### config.mk
export PLATFORM = sky130hd
export DESIGN_NAME = spi_port
export DESIGN_NICKNAME = d
export VERILOG_FILES = /design/src/rtl/spi_port_pkg.sv /design/src/rtl/spi_sync.sv /design/src/rtl/spi_rate_gen.sv /design/src/rtl/spi_shift_core.sv /design/src/rtl/spi_port.sv
export SDC_FILE = /design/constraint.sdc
export NUM_CORES = 1
export LEC_CHECK = 0
export CORE_UTILIZATION = 30
export CTS_CLUSTER_SIZE = 20
export DETAILED_ROUTE_END_ITERATION = 12
export DONT_BUFFER_PORTS = 1
export SLEW_MARGIN = 30
export SYNTH_ARGS = -nofsm -noshare
export SYNTH_HDL_FRONTEND = slang
export SYNTH_SLANG_ARGS = --single-unit
### constraint.sdc
create_clock -name clk -period 5.24 [get_ports clk]
set_input_delay 1.572 -clock clk [delete_from_list [all_inputs] [get_ports clk]]
set_output_delay 1.572 -clock clk [all_outputs]
set_load 0.01 [all_outputs]
### src/rtl/spi_port_pkg.sv
package spi_port_pkg;
  localparam logic [1:0] ADDR_CTRL = 2'd0;
  localparam logic [1:0] ADDR_STAT = 2'd1;
  localparam logic [1:0] ADDR_DATA = 2'd2;

  localparam int CB_EN   = 0;
  localparam int CB_MSTR = 1;
  localparam int CB_POL  = 2;
  localparam int CB_PHA  = 3;
  localparam int CB_RATE = 4;

  localparam int DIV_CNT_W = 5;

  // half period of the master serial clock, in system cycles
  function automatic logic [DIV_CNT_W-1:0] half_cycles(input logic [1:0] rate);
    case (rate)
      2'd0:    half_cycles = 5'd1;
      2'd1:    half_cycles = 5'd2;
      2'd2:    half_cycles = 5'd8;
      default: half_cycles = 5'd16;
    endcase
  endfunction
endpackage

### src/rtl/spi_sync.sv
module spi_sync #(
  parameter int STAGES = 2,
  parameter logic INIT = 1'b0
) (
  input  logic clk,
  input  logic rst,
  input  logic d,
  output logic q
);
  logic [STAGES-1:0] chain;

  always_ff @(posedge clk) begin
    if (rst) chain <= {STAGES{INIT}};
    else     chain <= {chain[STAGES-2:0], d};
  end

  assign q = chain[STAGES-1];
endmodule

### src/rtl/spi_rate_gen.sv
module spi_rate_gen
  import spi_port_pkg::*;
(
  input  logic       clk,
  input  logic       rst,
  input  logic       run,
  input  logic [1:0] rate,
  output logic       tick
);
  logic [DIV_CNT_W-1:0] cnt;
  logic [DIV_CNT_W-1:0] last;

  assign last = half_cycles(rate) - 1'b1;
  assign tick = run && (cnt == last);

  always_ff @(posedge clk) begin
    if (rst || !run) cnt <= '0;
    else if (tick)   cnt <= '0;
    else             cnt <= cnt + 1'b1;
  end
endmodule

### src/rtl/spi_shift_core.sv
module spi_shift_core #(
  parameter int DATA_W = 8,
  localparam int CNT_W = $clog2(DATA_W)
) (
  input  logic              clk,
  input  logic              rst,
  input  logic              clr,
  input  logic              load,
  input  logic [DATA_W-1:0] load_data,
  input  logic              pha,
  input  logic              lead,
  input  logic              trail,
  input  logic              sdin,
  output logic              out_bit,
  output logic [CNT_W-1:0]  bitcnt,
  output logic              mid,
  output logic              complete,
  output logic [DATA_W-1:0] rx_word
);
  localparam logic [CNT_W-1:0] LAST = CNT_W'(DATA_W - 1);

  logic [DATA_W-1:0] shreg;
  logic              samp;

  assign rx_word  = {shreg[DATA_W-2:0], pha ? sdin : samp};
  assign complete = trail && !load && !clr && (bitcnt == LAST);

  always_ff @(posedge clk) begin
    if (rst) begin
      shreg   <= '0;
      samp    <= 1'b0;
      out_bit <= 1'b0;
      bitcnt  <= '0;
      mid     <= 1'b0;
    end else if (load) begin
      shreg   <= load_data;
      out_bit <= load_data[DATA_W-1];
      bitcnt  <= '0;
      mid     <= 1'b0;
    end else if (clr) begin
      bitcnt  <= '0;
      mid     <= 1'b0;
      out_bit <= shreg[DATA_W-1];
    end else begin
      if (lead) begin
        mid <= 1'b1;
        if (pha) out_bit <= shreg[DATA_W-1];
        else     samp    <= sdin;
      end
      if (trail) begin
        mid    <= 1'b0;
        shreg  <= rx_word;
        bitcnt <= (bitcnt == LAST) ? '0 : bitcnt + 1'b1;
        if (!pha) out_bit <= rx_word[DATA_W-1];
      end
    end
  end


  cnt_wrap_chk: assert property (@(posedge clk) disable iff (rst)
    complete |=> (bitcnt == '0) && !mid);
endmodule

### src/rtl/spi_port.sv
module spi_port
  import spi_port_pkg::*;
#(
  parameter int DATA_W      = 8,
  parameter int SYNC_STAGES = 2,
  localparam int CNT_W      = $clog2(DATA_W)
) (
  input  logic              clk,
  input  logic              rst,
  input  logic              bus_sel,
  input  logic              bus_wr,
  input  logic              bus_rd,
  input  logic [1:0]        bus_addr,
  input  logic [DATA_W-1:0] bus_wdata,
  output logic [DATA_W-1:0] bus_rdata,
  output logic              sck_o,
  output logic              sck_oe,
  input  logic              sck_i,
  input  logic              ss_n,
  output logic              mosi_o,
  input  logic              mosi_i,
  input  logic              miso_i,
  output logic              miso_o,
  output logic              miso_oe
);
  logic [DATA_W-1:0] ctrl_q, rxbuf;
  logic en, mstr, pol, pha;
  logic [1:0] rate;
  assign en   = ctrl_q[CB_EN];
  assign mstr = ctrl_q[CB_MSTR];
  assign pol  = ctrl_q[CB_POL];
  assign pha  = ctrl_q[CB_PHA];
  assign rate = ctrl_q[CB_RATE +: 2];

  // synchronised slave-side inputs
  logic sck_s, ss_s, mosi_s, sck_d;
  spi_sync #(.STAGES(SYNC_STAGES), .INIT(1'b0)) u_sync_sck  (.clk(clk), .rst(rst), .d(sck_i),  .q(sck_s));
  spi_sync #(.STAGES(SYNC_STAGES), .INIT(1'b1)) u_sync_ss   (.clk(clk), .rst(rst), .d(ss_n),   .q(ss_s));
  spi_sync #(.STAGES(SYNC_STAGES), .INIT(1'b0)) u_sync_mosi (.clk(clk), .rst(rst), .d(mosi_i), .q(mosi_s));

  logic sck_rise, sck_fall;
  assign sck_rise = sck_s && !sck_d;
  assign sck_fall = !sck_s && sck_d;

  // bus decode
  logic data_wr, data_acc, stat_rd, ctrl_wr;
  assign ctrl_wr  = bus_sel && bus_wr && (bus_addr == ADDR_CTRL);
  assign data_wr  = bus_sel && bus_wr && (bus_addr == ADDR_DATA);
  assign data_acc = bus_sel && (bus_wr || bus_rd) && (bus_addr == ADDR_DATA);
  assign stat_rd  = bus_sel && bus_rd && (bus_addr == ADDR_STAT);

  // core handshake
  logic m_active, sck_int, tick;
  logic out_bit, mid, complete;
  logic [CNT_W-1:0]  bitcnt;
  logic [DATA_W-1:0] rx_word;
  logic busy, load, coll, clr, lead, trail, s_on;

  assign busy  = mstr ? m_active : ((bitcnt != '0) || mid);
  assign load  = data_wr && !busy;
  assign coll  = data_wr && busy;
  assign s_on  = en && !mstr && !ss_s;
  assign clr   = !en || (!mstr && ss_s);
  assign lead  = mstr ? (m_active && tick && (sck_int == pol))
                      : (s_on && (pol ? sck_fall : sck_rise));
  assign trail = mstr ? (m_active && tick && (sck_int != pol))
                      : (s_on && (pol ? sck_rise : sck_fall));

  spi_rate_gen u_rate (.clk(clk), .rst(rst), .run(m_active), .rate(rate), .tick(tick));

  spi_shift_core #(.DATA_W(DATA_W)) u_core (
    .clk(clk), .rst(rst), .clr(clr), .load(load), .load_data(bus_wdata),
    .pha(pha), .lead(lead), .trail(trail), .sdin(mstr ? miso_i : mosi_s),
    .out_bit(out_bit), .bitcnt(bitcnt), .mid(mid), .complete(complete),
    .rx_word(rx_word));

  // master clock generation
  always_ff @(posedge clk) begin
    if (rst) begin
      m_active <= 1'b0;
      sck_int  <= 1'b0;
      sck_d    <= 1'b0;
    end else begin
      sck_d <= sck_s;
      if (!en || !mstr)               m_active <= 1'b0;
      else if (load)                  m_active <= 1'b1;
      else if (complete)              m_active <= 1'b0;
      if (!m_active || !en || !mstr)  sck_int <= pol;
      else if (tick)                  sck_int <= !sck_int;
    end
  end

  // registers, flags and receive buffer
  logic st_done, st_col, arm_done, arm_col;
  always_ff @(posedge clk) begin
    if (rst) begin
      ctrl_q    <= '0;
      rxbuf     <= '0;
      st_done   <= 1'b0;
      st_col    <= 1'b0;
      arm_done  <= 1'b0;
      arm_col   <= 1'b0;
      bus_rdata <= '0;
    end else begin
      if (ctrl_wr)  ctrl_q <= bus_wdata;
      if (complete) rxbuf  <= rx_word;

      if (complete)                  st_done <= 1'b1;
      else if (data_acc && arm_done) st_done <= 1'b0;
      if (coll)                      st_col  <= 1'b1;
      else if (data_acc && arm_col)  st_col  <= 1'b0;

      if (stat_rd && st_done) arm_done <= 1'b1;
      else if (data_acc)      arm_done <= 1'b0;
      if (stat_rd && st_col)  arm_col  <= 1'b1;
      else if (data_acc)      arm_col  <= 1'b0;

      if (bus_sel && bus_rd) begin
        case (bus_addr)
          ADDR_CTRL: bus_rdata <= ctrl_q;
          ADDR_STAT: bus_rdata <= {st_done, st_col, {(DATA_W-2){1'b0}}};
          ADDR_DATA: bus_rdata <= rxbuf;
          default:   bus_rdata <= '0;
        endcase
      end
    end
  end

  assign sck_o   = sck_int;
  assign sck_oe  = en && mstr;
  assign mosi_o  = out_bit;
  assign miso_o  = out_bit;
  assign miso_oe = s_on;


  done_set_chk: assert property (@(posedge clk) disable iff (rst)
    $rose(st_done) |-> $past(trail));

  coll_flag_chk: assert property (@(posedge clk) disable iff (rst)
    coll |=> st_col);

  rxbuf_hold_chk: assert property (@(posedge clk) disable iff (rst)
    !complete |=> $stable(rxbuf));

  disable_abort_chk: assert property (@(posedge clk) disable iff (rst)
    !en |=> !m_active && (bitcnt == '0));

  ss_abort_chk: assert property (@(posedge clk) disable iff (rst)
    (!mstr && ss_s && !$past(ss_s)) |=> (bitcnt == '0) && !mid);
endmodule

Word-level counts from Yosys, hierarchy flattened

Cells that the tools add are included.

Shifts and indexed selects: 0
Multipliers: 0
$add $sub $neg: 3
Reduce and logical (&&, ||, !) cells: 61
Bitwise logic cells: 3
Muxes and demuxes: 30
Equal/unequal tests: 9
Magnitude comparators: 0
Div/mod/pow operators: 0

Operator list:

| cell                                                                  | count |
|---|---|
| 1-bit logical AND                                                     | 28 |
| 1-bit two-way mux                                                     | 24 |
| 8-bit two-way mux                                                     | 3 |
| 8-bit one-hot mux with 3 select lines                                 | 1 |
| 5-bit one-hot mux with 3 select lines                                 | 1 |
| 2-bit nonzero test                                                    | 7 |
| 1-bit logical NOT                                                     | 10 |
| 1-bit logical OR                                                      | 7 |
| 5-bit by 1-bit adder with 5-bit output, second input constant         | 1 |
| 5-bit equality test                                                   | 1 |
| 5-bit by 1-bit subtractor with 5-bit output, second input constant    | 1 |
| 2-bit by 1-bit equality test with 1-bit output, second input constant | 2 |
| 2-bit equality test, second input constant                            | 2 |
| 2-bit logical NOT                                                     | 2 |
| 4-bit AND reduction                                                   | 1 |
| 2-bit OR reduction                                                    | 2 |
| 4-bit OR reduction                                                    | 1 |
| 3-bit by 1-bit adder with 3-bit output, second input constant         | 1 |
| 3-bit equality test, second input constant                            | 1 |
| 3-bit two-way mux                                                     | 1 |
| 1-bit inverter                                                        | 3 |
| 3-bit nonzero test                                                    | 1 |
| 3-bit OR reduction                                                    | 1 |
| 2-bit inequality test, second input constant                          | 1 |
| 3 further kinds                                                       | 3 |

Bits in latches: 0
Bits in writable memories: 0
Memory bits (read-only): 0
Memories: 0
Word-level logic and storage cells: 125
Register bits after elaboration: 56

Longest topological paths before layout

Word-level depth: 13
Mapped depth: 8

By module

A second synthesis with hierarchy kept.

Cells, all modules: 255
Area, all modules: 2,633.8 um^2

By module, submodules not included:

| module         | cells each | times used | area each (um^2) |
|---|---|---|---|
| spi_port       | 134        | 1          | 1,396.3 |
| spi_shift_core | 78         | 1          | 765.7 |
| spi_rate_gen   | 31         | 1          | 314.1 |
| spi_sync       | 4          | 3          | 52.6 |

Worst setup path after synthesis

Ideal clock, no wire load.

Kind: input -> register
Start point: in bus_addr[0]
End point: reg u_core.out_bit
Cell stages on the path: 6
Buffers on the path: 1
Arrival time: 2,948 ps
Data required time: 5,180 ps
Library setup time: 60 ps
Setup slack: 2,233 ps
Cell sequence: clkbuf_1 -> and4b_1 -> o21ai_1 -> nor2_1 -> a2111oi_0 -> a41o_1

Longest elaborated chain between the ends: 4

Ends and longest elaborated chain:

| element                | line                 | text |
|---|---|---|
| start: declaration     | spi_port.sv:13       | `input logic [1:0] bus_addr,` |
| 2-bit equality test    | spi_port.sv:48       | `assign data_wr = bus_sel && bus_wr && (bus_addr == ADDR_DATA);` |
| 1-bit logical AND      | spi_port.sv:48       |  |
| 1-bit logical AND      | spi_port.sv:60       | `assign load = data_wr && !busy;` |
| 1-bit two-way mux      | spi_shift_core.sv:35 | `end else if (load) begin` |
| end signal: assignment | spi_shift_core.sv:37 | `out_bit <= load_data[DATA_W-1];` |
| end signal: assignment | spi_shift_core.sv:43 | `out_bit <= shreg[DATA_W-1];` |
| end signal: assignment | spi_shift_core.sv:47 | `if (pha) out_bit <= shreg[DATA_W-1];` |
| end: declaration       | spi_shift_core.sv:14 | `output logic out_bit,` |

Every way passes these cells.
A chain may end at the register's enable or synchronous reset.

Worst setup path in the final report

Start point: reg ctrl_q[0]
End point: out miso_oe

Longest elaborated chain between the ends: 2

Ends and longest elaborated chain:

| element                         | line            | text |
|---|---|---|
| start: declaration              | spi_port.sv:26  | `logic [DATA_W-1:0] ctrl_q, rxbuf;` |
| start signal: assignment        | spi_port.sv:105 | `if (ctrl_wr) ctrl_q <= bus_wdata;` |
| 1-bit logical AND (2 in series) | spi_port.sv:62  | `assign s_on = en && !mstr && !ss_s;` |
| end: declaration                | spi_port.sv:24  | `output logic miso_oe` |

Every way passes these cells.

==> impl_metrics.json <==
{
  "grt_pass1_wl_um": 9480,
  "cp_slowest_cell": "nor3b_1",
  "synth_cell_types": 52,
  "crit_chain": "nor3b_1",
  "syn_area_per_cell_um2": 8.822,
  "cts_sinks": 56,
  "antennaDiodeCount": 0,
  "antenna_found_initial": 0,
  "core_um2": 8299,
  "htreeDepth": 2,
  "ys.flop_type": "dfxtp_1",
  "whs_path_depth": 1,
  "netlist_top_cells_area": "dfxtp_1 43%, nor2_1 5.6%, mux2i_1 4.6%",
  "cts_resized": 0,
  "rsz0062_at_grt": "no",
  "antenna_left": 0,
  "fillers": 850,
  "grt_overflow": 0,
  "grt_start_max_net_pins": 52,
  "rows": 33,
  "synthCells": 296,
  "period_share_pct": 55.70,
  "max-clock-path-buffers": 2,
  "hold_violations": 0,
  "place_hpwl_um": 4202,
  "finalSetupViolations": 0,
  "viasPerCell": 5.211,
  "netlist.area_leader.share_pct": 42.93,
  "fin_util_pct": 33.20,
  "wl_um": 5905,
  "ctsRootBufferMaster": "clkbuf_8",
  "fp.dieH_um": 95.30,
  "arrival_ps": 1350,
  "path_clk_slew_ps": 100,
  "startpoint": "ctrl_q[0]",
  "slew_headroom_pct": 49.89,
  "ios": 32,
  "firstDrtPassIters": 4,
  "synth.net_count": 320,
  "fp.dieW_um": 95.30,
  "hold_path.class": "reg -> reg",
  "place.gp.congestion": 0.7825,
  "cts_tree": "yes",
  "p_per_area_nw_per_um2": 253.3,
  "synthArstFlopShare_pct": 0,
  "synth-edff-count": 0,
  "critPathKind": "reg -> out",
  "cap_violations": 0,
  "numCtsBuffers": 5,
  "io_buffer_count": 0,
  "crit_family": "simple AND/OR/NAND/NOR gates",
  "drcViolationCount": 0,
  "crit_path_end_kind": "output pin",
  "yosys_warnings": 0,
  "grt_usage_pct": 13.63,
  "synth_most_common_cell": "dfxtp_1",
  "ys_seq_area_share_pct": 42.93,
  "ys_seq_elements": 56,
  "cp.depth": 1,
  "worst-endpoint-required_ps": 3670,
  "fin_nets": 311,
  "min_from": "u_sync_ss.chain[0]",
  "grt_pass1_vias": 1928,
  "timing.fmax_ghz": 0.3426,
  "area_growth_pct": 5.510,
  "dieArea_um2": 9081,
  "fin_skew_ps": 13.26,
  "ctsHoldBuffers": 0,
  "synth_common_cells": "56 x dfxtp_1, 39 x nor2_1, 21 x o21ai_0",
  "tns_ps": 0,
  "outcome": "complete, no violations",
  "drive_gt1_share_pct": 8.333,
  "startpoint_type": "flop",
  "avgRoutedWirePerCell_um": 15.03,
  "cts_setup_buffers": 0,
  "tightest_slew_ps": 746.6,
  "syn_area_um2": 2611,
  "period_minus_slack_ps": 2919,
  "yosysTopAreaCell": "dfxtp_1",
  "clkLatencyLatePin_ps": 310,
  "worstPathMaxFanout": 6,
  "reg2regPathDepth": 7,
  "first_iter_violations": 172,
  "vias": 2048,
  "reg2reg_from": "ctrl_q[4]",
  "p_leak_nw": 0.9353,
  "slew_violations": 0,
  "cp_num_buf_inv": 0,
  "worst_path_largest_cell_delay_ps": 580,
  "vdd_drop_max_mv": 0.09180,
  "initial_core_util_pct": 31.46
}
==> where the power goes <==
part	leakage [nW]	switching (W)	internal [W]
clock network	0.0424	0.000136	0.0000959
registers	0.454	0.00000730	0.000432
logic	0.439	0.0000126	0.0000134
==> registers in the layout (all words and copies together) (netlist names), 2 cells and up <==
register           flops
bus_rdata              8
ctrl_q                 8
rxbuf                  8
u_core.shreg           8
u_rate.cnt             5
u_core.bitcnt          3
u_sync_mosi.chain      2
u_sync_sck.chain       2
u_sync_ss.chain        2
==> final cells by class <==
cell class              instances  area (µm²)  share of cell area, %
multi-input cells             211        1358                  49.27
flip-flops and latches         56        1121                  40.69
well taps                     105       131.4                  4.768
clock buffers                   7       76.32                  2.770
inverters                      10       37.54                  1.362
repair buffers                  3       22.52                 0.8174
clock inverters                 1       8.758                 0.3179
==> logic make-up (layout without fill, tap and decap cells) <==
logic type	count (synthesis)	count (layout)	share of synthesized area, %
flip-flops	56	56	42.93
XOR/XNOR	8	8	2.683
AO/OA/AOI/OAI	73	73	18.11
AND/OR/NAND/NOR	107	107	21.37
buffers and inverters	29	21	5.319
adder cells (fa/ha/maj)	5	5	2.396
multiplexers	18	18	7.187
==> per-stage QoR <==
step           instances  instance area [µm²]  hold slack (ps)  worst slack [ps]  total power, W
2_1_floorplan        296                 2611            389.5              2233       0.0004762
3_3_place_gp         385                 2670            396.4              2445       0.0004751
3_5_place_dp         385                 2670            400.7              2381       0.0004759
4_1_cts              393                 2755            425.2              2275       0.0007100
5_1_grt              393                 2755            442.1              2235       0.0007286
6_report             393                 2755            420.8              2321       0.0006978
==> path summary, 6_finish.rpt <==
kind,to,slack (ps)
hold / removal,u_sync_ss.chain[1],420
setup reg to reg,u_core.shreg[3],2660
hold reg to reg,u_sync_ss.chain[1],420
setup / recovery,miso_oe,2320
==> placed cells by master, fill, tap and decap left out, drive strengths merged, types with 9 or more instances in the layout <==
| cell | instances |
|---|---|
| a21oi | 19 |
| mux2i | 12 |
| dfxtp | 56 |
| nand3 | 20 |
| o21ai | 22 |
| a311oi | 9 |
| nor2 | 39 |
| nand2 | 12 |
| inv | 10 |
==> per-layer routing <==
metal / GRT usage (%) / share of wire (%)
met5: 0 / 0
met4: 4.167 / 1.2
met3: 4.067 / 5.3
met2: 22.20 / 49
met1: 17.20 / 45
Power figures use the tool's default switching activity.
